[config.mk]
export PLATFORM = sky130hd
export DESIGN_NAME = pm_power_meter
export DESIGN_NICKNAME = d
export VERILOG_FILES = /design/src/rtl/pm_pkg.sv /design/src/rtl/pm_square.sv /design/src/rtl/pm_accum.sv /design/src/rtl/pm_window_ctrl.sv /design/src/rtl/pm_result.sv /design/src/rtl/pm_power_meter.sv
export SDC_FILE = /design/constraint.sdc
export NUM_CORES = 2
export LEC_CHECK = 0
export ABC_AREA = 1
export BUFFER_PORTS_ARGS = -buffer_cell sky130_fd_sc_hd__clkbuf_2
export CAP_MARGIN = 10
export CORE_ASPECT_RATIO = 0.5
export CORE_MARGIN = 3
export CORE_UTILIZATION = 40
export CTS_BUF_LIST = sky130_fd_sc_hd__clkbuf_4 sky130_fd_sc_hd__clkbuf_8
export DETAILED_ROUTE_END_ITERATION = 10
export PLACE_DENSITY_LB_ADDON = 0.05
export SLEW_MARGIN = 15
export SYNTH_ARGS = -nofsm -noshare
export SYNTH_HDL_FRONTEND = slang
export SYNTH_SLANG_ARGS = --single-unit
[constraint.sdc]
create_clock -name clk -period 4 [get_ports clk]
set_input_delay 0.2 -clock clk [delete_from_list [all_inputs] [get_ports clk]]
set_output_delay 0.2 -clock clk [all_outputs]
set_load 0.05 [all_outputs]
[src/rtl/pm_pkg.sv]
package pm_pkg;
   typedef enum logic [1:0] {
      PM_IDLE  = 2'd0,
      PM_DELAY = 2'd1,
      PM_RUN   = 2'd2,
      PM_WAIT  = 2'd3
   } pm_state_e;

   localparam int PM_NPATH = 2;
endpackage

[src/rtl/pm_square.sv]
module pm_square #(
   parameter int SMP_W = 16,
   parameter int PWR_W = 2*SMP_W + 1
) (
   input  logic signed [SMP_W-1:0] in_i,
   input  logic signed [SMP_W-1:0] in_q,
   output logic        [PWR_W-1:0] mag2
);
   logic signed [2*SMP_W-1:0] sq_i;
   logic signed [2*SMP_W-1:0] sq_q;

   if (PWR_W < 2*SMP_W + 1) begin : g_chk_w
      $error("pm_square: PWR_W too narrow for a sum of two squares");
   end

   always_comb begin
      sq_i = in_i * in_i;
      sq_q = in_q * in_q;
      mag2 = PWR_W'($unsigned(sq_i)) + PWR_W'($unsigned(sq_q));
   end
endmodule

[src/rtl/pm_accum.sv]
module pm_accum #(
   parameter int PWR_W = 33,
   parameter int ACC_W = 52
) (
   input  logic             clk,
   input  logic             rst_n,
   input  logic             en,
   input  logic             clr,
   input  logic [PWR_W-1:0] mag2,
   output logic [ACC_W-1:0] sum
);
   logic [ACC_W-1:0] acc_q;

   always_comb sum = acc_q + (en ? ACC_W'(mag2) : '0);

   always_ff @(posedge clk or negedge rst_n) begin
      if (!rst_n)   acc_q <= '0;
      else if (clr) acc_q <= '0;
      else if (en)  acc_q <= sum;
   end

   // adding a sample never wraps the running sum
   a_r2_no_overflow: assert property (@(posedge clk) disable iff (!rst_n)
      en |-> (sum >= acc_q));

   // a path that is not enabled keeps its running sum
   a_r3_idle_hold: assert property (@(posedge clk) disable iff (!rst_n)
      (!en && !clr) |=> $stable(acc_q));
endmodule

[src/rtl/pm_window_ctrl.sv]
module pm_window_ctrl
   import pm_pkg::*;
#(
   parameter int LEN_W     = 16,
   parameter int DLY_W     = 8,
   parameter int IVL_W     = 8,
   parameter int GRP_SHIFT = 2,
   parameter int IVL_SHIFT = 10
) (
   input  logic             clk,
   input  logic             rst_n,
   input  logic [LEN_W-1:0] cfg_win_len,
   input  logic [DLY_W-1:0] cfg_start_dly,
   input  logic [IVL_W-1:0] cfg_restart_ivl,
   input  logic             sync_pulse,
   input  logic             in_valid,
   output logic             acc_en,
   output logic             acc_clr,
   output logic             win_last
);
   localparam int SCNT_W = LEN_W + GRP_SHIFT;
   localparam int ICNT_W = IVL_W + IVL_SHIFT;

   pm_state_e         state_q;
   logic [DLY_W-1:0]  dcnt_q;
   logic [SCNT_W-1:0] scnt_q;
   logic [ICNT_W-1:0] icnt_q;
   logic [SCNT_W-1:0] win_samples;
   logic [ICNT_W-1:0] ivl_samples;
   logic              ivl_tick;
   logic              ivl_wrap;

   always_comb begin
      win_samples = SCNT_W'(cfg_win_len) << GRP_SHIFT;
      ivl_samples = ICNT_W'(cfg_restart_ivl) << IVL_SHIFT;
      acc_en   = (state_q == PM_RUN) && in_valid && !sync_pulse;
      win_last = acc_en && (cfg_win_len != '0)
                 && ((scnt_q + SCNT_W'(1)) == win_samples);
      ivl_tick = ((state_q == PM_RUN) || (state_q == PM_WAIT)) && in_valid
                 && !sync_pulse && (cfg_restart_ivl != '0);
      ivl_wrap = ivl_tick && ((icnt_q + ICNT_W'(1)) == ivl_samples);
      acc_clr  = sync_pulse || ivl_wrap || win_last;
   end

   always_ff @(posedge clk or negedge rst_n) begin
      if (!rst_n) begin
         state_q <= PM_IDLE;
         dcnt_q  <= '0;
         scnt_q  <= '0;
         icnt_q  <= '0;
      end else if (sync_pulse) begin
         dcnt_q <= '0;
         scnt_q <= '0;
         icnt_q <= '0;
         if (cfg_win_len == '0)        state_q <= PM_IDLE;
         else if (cfg_start_dly == '0) state_q <= PM_RUN;
         else                          state_q <= PM_DELAY;
      end else begin
         unique case (state_q)
            PM_IDLE: ;
            PM_DELAY: begin
               if (in_valid) begin
                  if ((dcnt_q + DLY_W'(1)) == cfg_start_dly) begin
                     dcnt_q  <= '0;
                     state_q <= PM_RUN;
                  end else begin
                     dcnt_q <= dcnt_q + DLY_W'(1);
                  end
               end
            end
            PM_RUN: begin
               if (in_valid) begin
                  scnt_q <= scnt_q + SCNT_W'(1);
                  icnt_q <= icnt_q + ICNT_W'(1);
                  if (ivl_wrap) begin
                     scnt_q <= '0;
                     icnt_q <= '0;
                  end else if (win_last) begin
                     state_q <= PM_WAIT;
                  end
               end
            end
            PM_WAIT: begin
               if (ivl_tick) begin
                  if (ivl_wrap) begin
                     icnt_q  <= '0;
                     scnt_q  <= '0;
                     state_q <= PM_RUN;
                  end else begin
                     icnt_q <= icnt_q + ICNT_W'(1);
                  end
               end
            end
            default: state_q <= PM_IDLE;
         endcase
      end
   end

   // the skip counter never reaches the programmed delay
   a_r4_delay_bound: assert property (@(posedge clk) disable iff (!rst_n)
      (state_q == PM_DELAY) |-> (dcnt_q < cfg_start_dly));

   // inside a window the sample count stays below its length
   a_r1_window_bound: assert property (@(posedge clk) disable iff (!rst_n)
      ((state_q == PM_RUN) && (cfg_win_len != '0)) |-> (scnt_q < win_samples));

   // a sync pulse zeroes the window and restart counters
   a_r7_sync_restart: assert property (@(posedge clk) disable iff (!rst_n)
      sync_pulse |=> ((scnt_q == '0) && (icnt_q == '0)));

   // with a zero length no window is ever opened by a sync pulse
   a_r8_zero_len_idle: assert property (@(posedge clk) disable iff (!rst_n)
      (sync_pulse && (cfg_win_len == '0)) |=> (state_q == PM_IDLE));
endmodule

[src/rtl/pm_result.sv]
module pm_result #(
   parameter int NPATH = 2,
   parameter int ACC_W = 52
) (
   input  logic                        clk,
   input  logic                        rst_n,
   input  logic                        win_last,
   input  logic                        irq_ack,
   input  logic [NPATH-1:0][ACC_W-1:0] sums,
   output logic [NPATH-1:0][ACC_W-1:0] results,
   output logic                        irq
);
   logic accept;

   always_comb accept = win_last && (!irq || irq_ack);

   always_ff @(posedge clk or negedge rst_n) begin
      if (!rst_n) begin
         irq     <= 1'b0;
         results <= '0;
      end else begin
         irq <= (irq && !irq_ack) || win_last;
         if (accept) results <= sums;
      end
   end

   // a pending interrupt freezes the visible results
   a_r6_results_frozen: assert property (@(posedge clk) disable iff (!rst_n)
      (irq && !irq_ack) |=> $stable(results));

   // the flag is sticky until acknowledged
   a_r6_irq_sticky: assert property (@(posedge clk) disable iff (!rst_n)
      (irq && !irq_ack) |=> irq);

   // the flag only rises on a completed window
   a_r1_irq_cause: assert property (@(posedge clk) disable iff (!rst_n)
      !win_last |=> !$rose(irq));
endmodule

[src/rtl/pm_power_meter.sv]
module pm_power_meter
   import pm_pkg::*;
#(
   parameter int SMP_W     = 16,
   parameter int LEN_W     = 16,
   parameter int DLY_W     = 8,
   parameter int IVL_W     = 8,
   parameter int GRP_SHIFT = 2,
   parameter int IVL_SHIFT = 10,
   parameter int ACC_W     = 52
) (
   input  logic                    clk,
   input  logic                    rst_n,
   input  logic                    cfg_diversity,
   input  logic [LEN_W-1:0]        cfg_win_len,
   input  logic [DLY_W-1:0]        cfg_start_dly,
   input  logic [IVL_W-1:0]        cfg_restart_ivl,
   input  logic                    sync_pulse,
   input  logic                    in_valid,
   input  logic signed [SMP_W-1:0] sig_i,
   input  logic signed [SMP_W-1:0] sig_q,
   input  logic signed [SMP_W-1:0] div_i,
   input  logic signed [SMP_W-1:0] div_q,
   input  logic                    irq_ack,
   output logic [ACC_W-1:0]        pwr_sig,
   output logic [ACC_W-1:0]        pwr_div,
   output logic                    irq
);
   localparam int PWR_W  = 2*SMP_W + 1;
   localparam int SCNT_W = LEN_W + GRP_SHIFT;

   if (ACC_W < PWR_W + SCNT_W) begin : g_chk_acc
      $error("pm_power_meter: ACC_W cannot hold a full window of peak samples");
   end
   if (SMP_W < 2 || LEN_W < 1 || DLY_W < 1 || IVL_W < 1) begin : g_chk_dims
      $error("pm_power_meter: illegal field width");
   end

   logic                              acc_en;
   logic                              acc_clr;
   logic                              win_last;
   logic signed [PM_NPATH-1:0][SMP_W-1:0] path_i;
   logic signed [PM_NPATH-1:0][SMP_W-1:0] path_q;
   logic [PM_NPATH-1:0][ACC_W-1:0]    sums;
   logic [PM_NPATH-1:0][ACC_W-1:0]    results;

   always_comb begin
      path_i[0] = sig_i;
      path_q[0] = sig_q;
      path_i[1] = div_i;
      path_q[1] = div_q;
   end

   pm_window_ctrl #(
      .LEN_W(LEN_W), .DLY_W(DLY_W), .IVL_W(IVL_W),
      .GRP_SHIFT(GRP_SHIFT), .IVL_SHIFT(IVL_SHIFT)
   ) u_ctrl (
      .clk(clk), .rst_n(rst_n),
      .cfg_win_len(cfg_win_len), .cfg_start_dly(cfg_start_dly),
      .cfg_restart_ivl(cfg_restart_ivl),
      .sync_pulse(sync_pulse), .in_valid(in_valid),
      .acc_en(acc_en), .acc_clr(acc_clr), .win_last(win_last)
   );

   for (genvar p = 0; p < PM_NPATH; p++) begin : g_path
      logic [PWR_W-1:0] mag2;
      logic             path_en;

      // path 0 always runs; later paths only in diversity mode
      if (p == 0) begin : g_main
         always_comb path_en = acc_en;
      end else begin : g_div
         always_comb path_en = acc_en && cfg_diversity;
      end

      pm_square #(.SMP_W(SMP_W), .PWR_W(PWR_W)) u_sq (
         .in_i(path_i[p]), .in_q(path_q[p]), .mag2(mag2)
      );

      pm_accum #(.PWR_W(PWR_W), .ACC_W(ACC_W)) u_acc (
         .clk(clk), .rst_n(rst_n), .en(path_en), .clr(acc_clr),
         .mag2(mag2), .sum(sums[p])
      );
   end

   pm_result #(.NPATH(PM_NPATH), .ACC_W(ACC_W)) u_res (
      .clk(clk), .rst_n(rst_n), .win_last(win_last), .irq_ack(irq_ack),
      .sums(sums), .results(results), .irq(irq)
   );

   always_comb begin
      pwr_sig = results[0];
      pwr_div = results[1];
   end

   // outside diversity mode a completed window reports no diversity power
   a_r3_single_div_zero: assert property (@(posedge clk) disable iff (!rst_n)
      (win_last && !cfg_diversity && (!irq || irq_ack) && !$past(cfg_diversity))
      |=> (pwr_div == '0));

   // outputs come out of reset cleared
   a_r9_reset_clear: assert property (@(posedge clk)
      !rst_n |=> (!irq && (pwr_sig == '0) && (pwr_div == '0)));
endmodule

==> impl_metrics.yaml <==
floorplanning:
  rows: 96
  io_pins: 207
  die_h_microns: 271.9
  start_util_pct: 40.76
  die_w_microns: 537.7
  core_sq_mm: 0.1387
  die-area_sq_mm: 0.1462
global_routing:
  grt-ovfl-total: 0
  gr-usage-all-layers_pct: 23.57
  grt_pass1_vias: 54480
  antenna_found_initial: 2
  grt_max_degree: 101
  grt_pass1_wl_mm: 281.2
placed_design:
  place_ws_ps: -5017
  gp_congestion: 0.8841
  portBuffers: 206
  placedCellCount: 10610
  dp_hpwl_mm: 141.0
drt:
  via_per_inst: 4.673
  vias: 50980
  wl_mm: 171.4
  drcViolationCount: 0
  drt-wirelength-per-cell_microns: 15.71
  antenna_left: 0
  drt_first_iter_violations: 2086
  first_pass_iters: 5
yosys:
  syn_avg_cell_area_sq_um: 7.647
  netlist_area_sq_mm: 0.05655
  synth_flop_cell: "dfrtp_1"
  async_reset_ff_share_pct: 100.0
  yosysWarnings: 0
  synth-edff-count: 0
  synth_seq_cells: 255
  syn_inst: 7395
  ys_types: 49
  yosysSeqAreaShare_pct: 11.28
  syn-num-nets: 8926
cells_and_area:
  most-common-layout-cells: "1672 x inv_1, 1531 x nand2_1, 1367 x buf_4, 902 x fa_1, 321 x ha_1"
  finalNonFillerCells: 10910
  syn_to_final_growth_pct: 45.01
  drive_above_1_share_pct: 36.25
  nets: 10540
  layout_commonest_cell: "inv_1"
  fillerInstances: 12670
clock_tree:
  cts_buffer_depth: 3
  clock_latency_ps: 690
  clkTransAtPathRegs_ps: 60
  cts_tree: "yes"
  numClockSinks: 255
  htreeDepth: 2
  root_buffer: "clkbuf_8"
  numCtsBuffers: 46
timing:
  clock-skew-final_ps: 77.75
  setup_tns_ps: -592460
  grt_setup_unrepaired: "true"
  slew_violations: 0
  setup_viol: 190
  tightestPinTransition_ps: 874.8
  hold_viol: 0
  fin_crit_sh_pct: 193.1
  fmax_ghz: 0.1295
  slew_headroom_pct: 41.23
  worst_slack_ps: -3725
  min_period_ps: 7725
worst_setup_path:
  reg2reg_to: "u_res.results[91]"
  timing.rr.start: "u_ctrl.state_q[1]"
  critPathMaxFanout: 6
  worst_ep_required_time_ps: 4620
  r2r_slack_ps: -10
  cpPeakStageDelay_ps: 610
  cp-start-kind: "primary input"
  cp.arrival_ps: 8350
  cp_slowest_cell: "fa_2"
  path_class: "primary input to flip-flop"
  end_kind: "flip-flop"
  r2r_cells: 24
hold_path:
  worstHoldPathCells: 7
  hold_class: "primary input to flip-flop"
  min_to: "u_ctrl.state_q[0]"
  hold_start: "cfg_start_dly[1]"
run_status:
  outcome: "complete, but fails checks"
  violations: "negative setup slack"
job:
  maxCapViolCount: 0
logic make-up after synthesis:
| kind of cell | synth area share, % |
|---|---|
| DFF | 11.28 |
| xor gates and xnor gates | 4.874 |
| AOI/OAI and AO/OA | 7.755 |
| buffers and inverters | 13.80 |
| and+or+nand+nor | 18.09 |
| adders and majority gates | 44.20 |
through the flow:
stage,instance area [sq um],hold WS (ps),util (%)
after floorplan,59690,-95.59,-
after global routing,82000,148.8,59.11
after detailed placement,71400,237.2,51.46
final,82000,75.49,59.11
after global placement,71400,231.5,51.46
after CTS,78220,45.95,56.38
worst max-delay path by stage:
| stage | from | endpoint | cells after the start |
|---|---|---|---|
| 2_1_floorplan | div_q[3] | g_path[1].u_acc.acc_q[47] | 42 |
| 3_3_place_gp | div_q[2] | u_res.results[99] | 44 |
| 3_5_place_dp | div_q[13] | u_res.results[94] | 45 |
| 4_1_cts | div_q[15] | u_res.results[100] | 48 |
| 5_1_grt | sig_i[15] | u_res.results[40] | 50 |
| 6_report | sig_q[15] | g_path[0].u_acc.acc_q[50] | 41 |
worst max-delay path: cells and delay by family:
family          cells  cell delay, ps
fa+ha+maj           9            4020
simple gates       15            1900
buf+inv            11            1210
compound gates      4             620
xor+xnor            2             390
registers in the layout, indices dropped and copies added, names as in the netlist:
name	count
g_path.u_acc.acc_q	104
u_ctrl.dcnt_q	8
u_ctrl.icnt_q	18
u_ctrl.scnt_q	18
u_ctrl.state_q	2
u_res.irq	1
u_res.results	104
layout make-up:
class | instances | area, sq um | area share (%)
timing repair buffer | 1752 | 14300 | 17.44
clock buffer | 68 | 873.3 | 1.065
multi-input combinational | 5100 | 50870 | 62.04
inverter | 1854 | 7015 | 8.555
clock inverter | 13 | 217.7 | 0.2655
antenna | 5 | 12.51 | 0.01526
sequential | 255 | 6381 | 7.782
tap | 1862 | 2330 | 2.841
per-layer routing:
metal | part of all wire (%) | wire, microns | GRT usage [%] | up-vias
met2 | 48 | 83120 | 40.34 | 626
met3 | 2.8 | 4796 | 2.101 | 178
met5 | 0 | 0 | 0 | -
met1 | 47 | 80670 | 33.25 | 24880
met4 | 1.7 | 2843 | 3.135 | 0
li1 | - | - | - | 25290
timing repair:
item	4_1_cts	5_1_grt
resized for setup	948	729
pin swaps	457	475
gates cloned	1	1
endpoints found under the hold margin	73	0
endpoints found under the setup margin	191	192
buffers inserted	164	78
hold buffers	7	0
cells in the mapped netlist, drive strengths merged, types with 14 or more instances:
master	instances	area share (%)
nor4	21	0.23
nand3	162	1.4
xnor2	118	1.8
o21ai	262	2.3
inv	1852	12
fa	948	34
a21oi	347	3.1
dfrtp	255	11
a21boi	14	0.19
xor2	194	3.0
buf	41	0.52
clkbuf	145	0.96
a21o	33	0.44
nand2	1807	12
ha	481	11
nor2	443	3.0
nor3	55	0.49
nand4	53	0.59
o21bai	34	0.45
a31oi	35	0.39
Power is left out: the tool's default activity adds up to more than one toggle a clock period on the data nets, which glitch-free logic cannot reach.
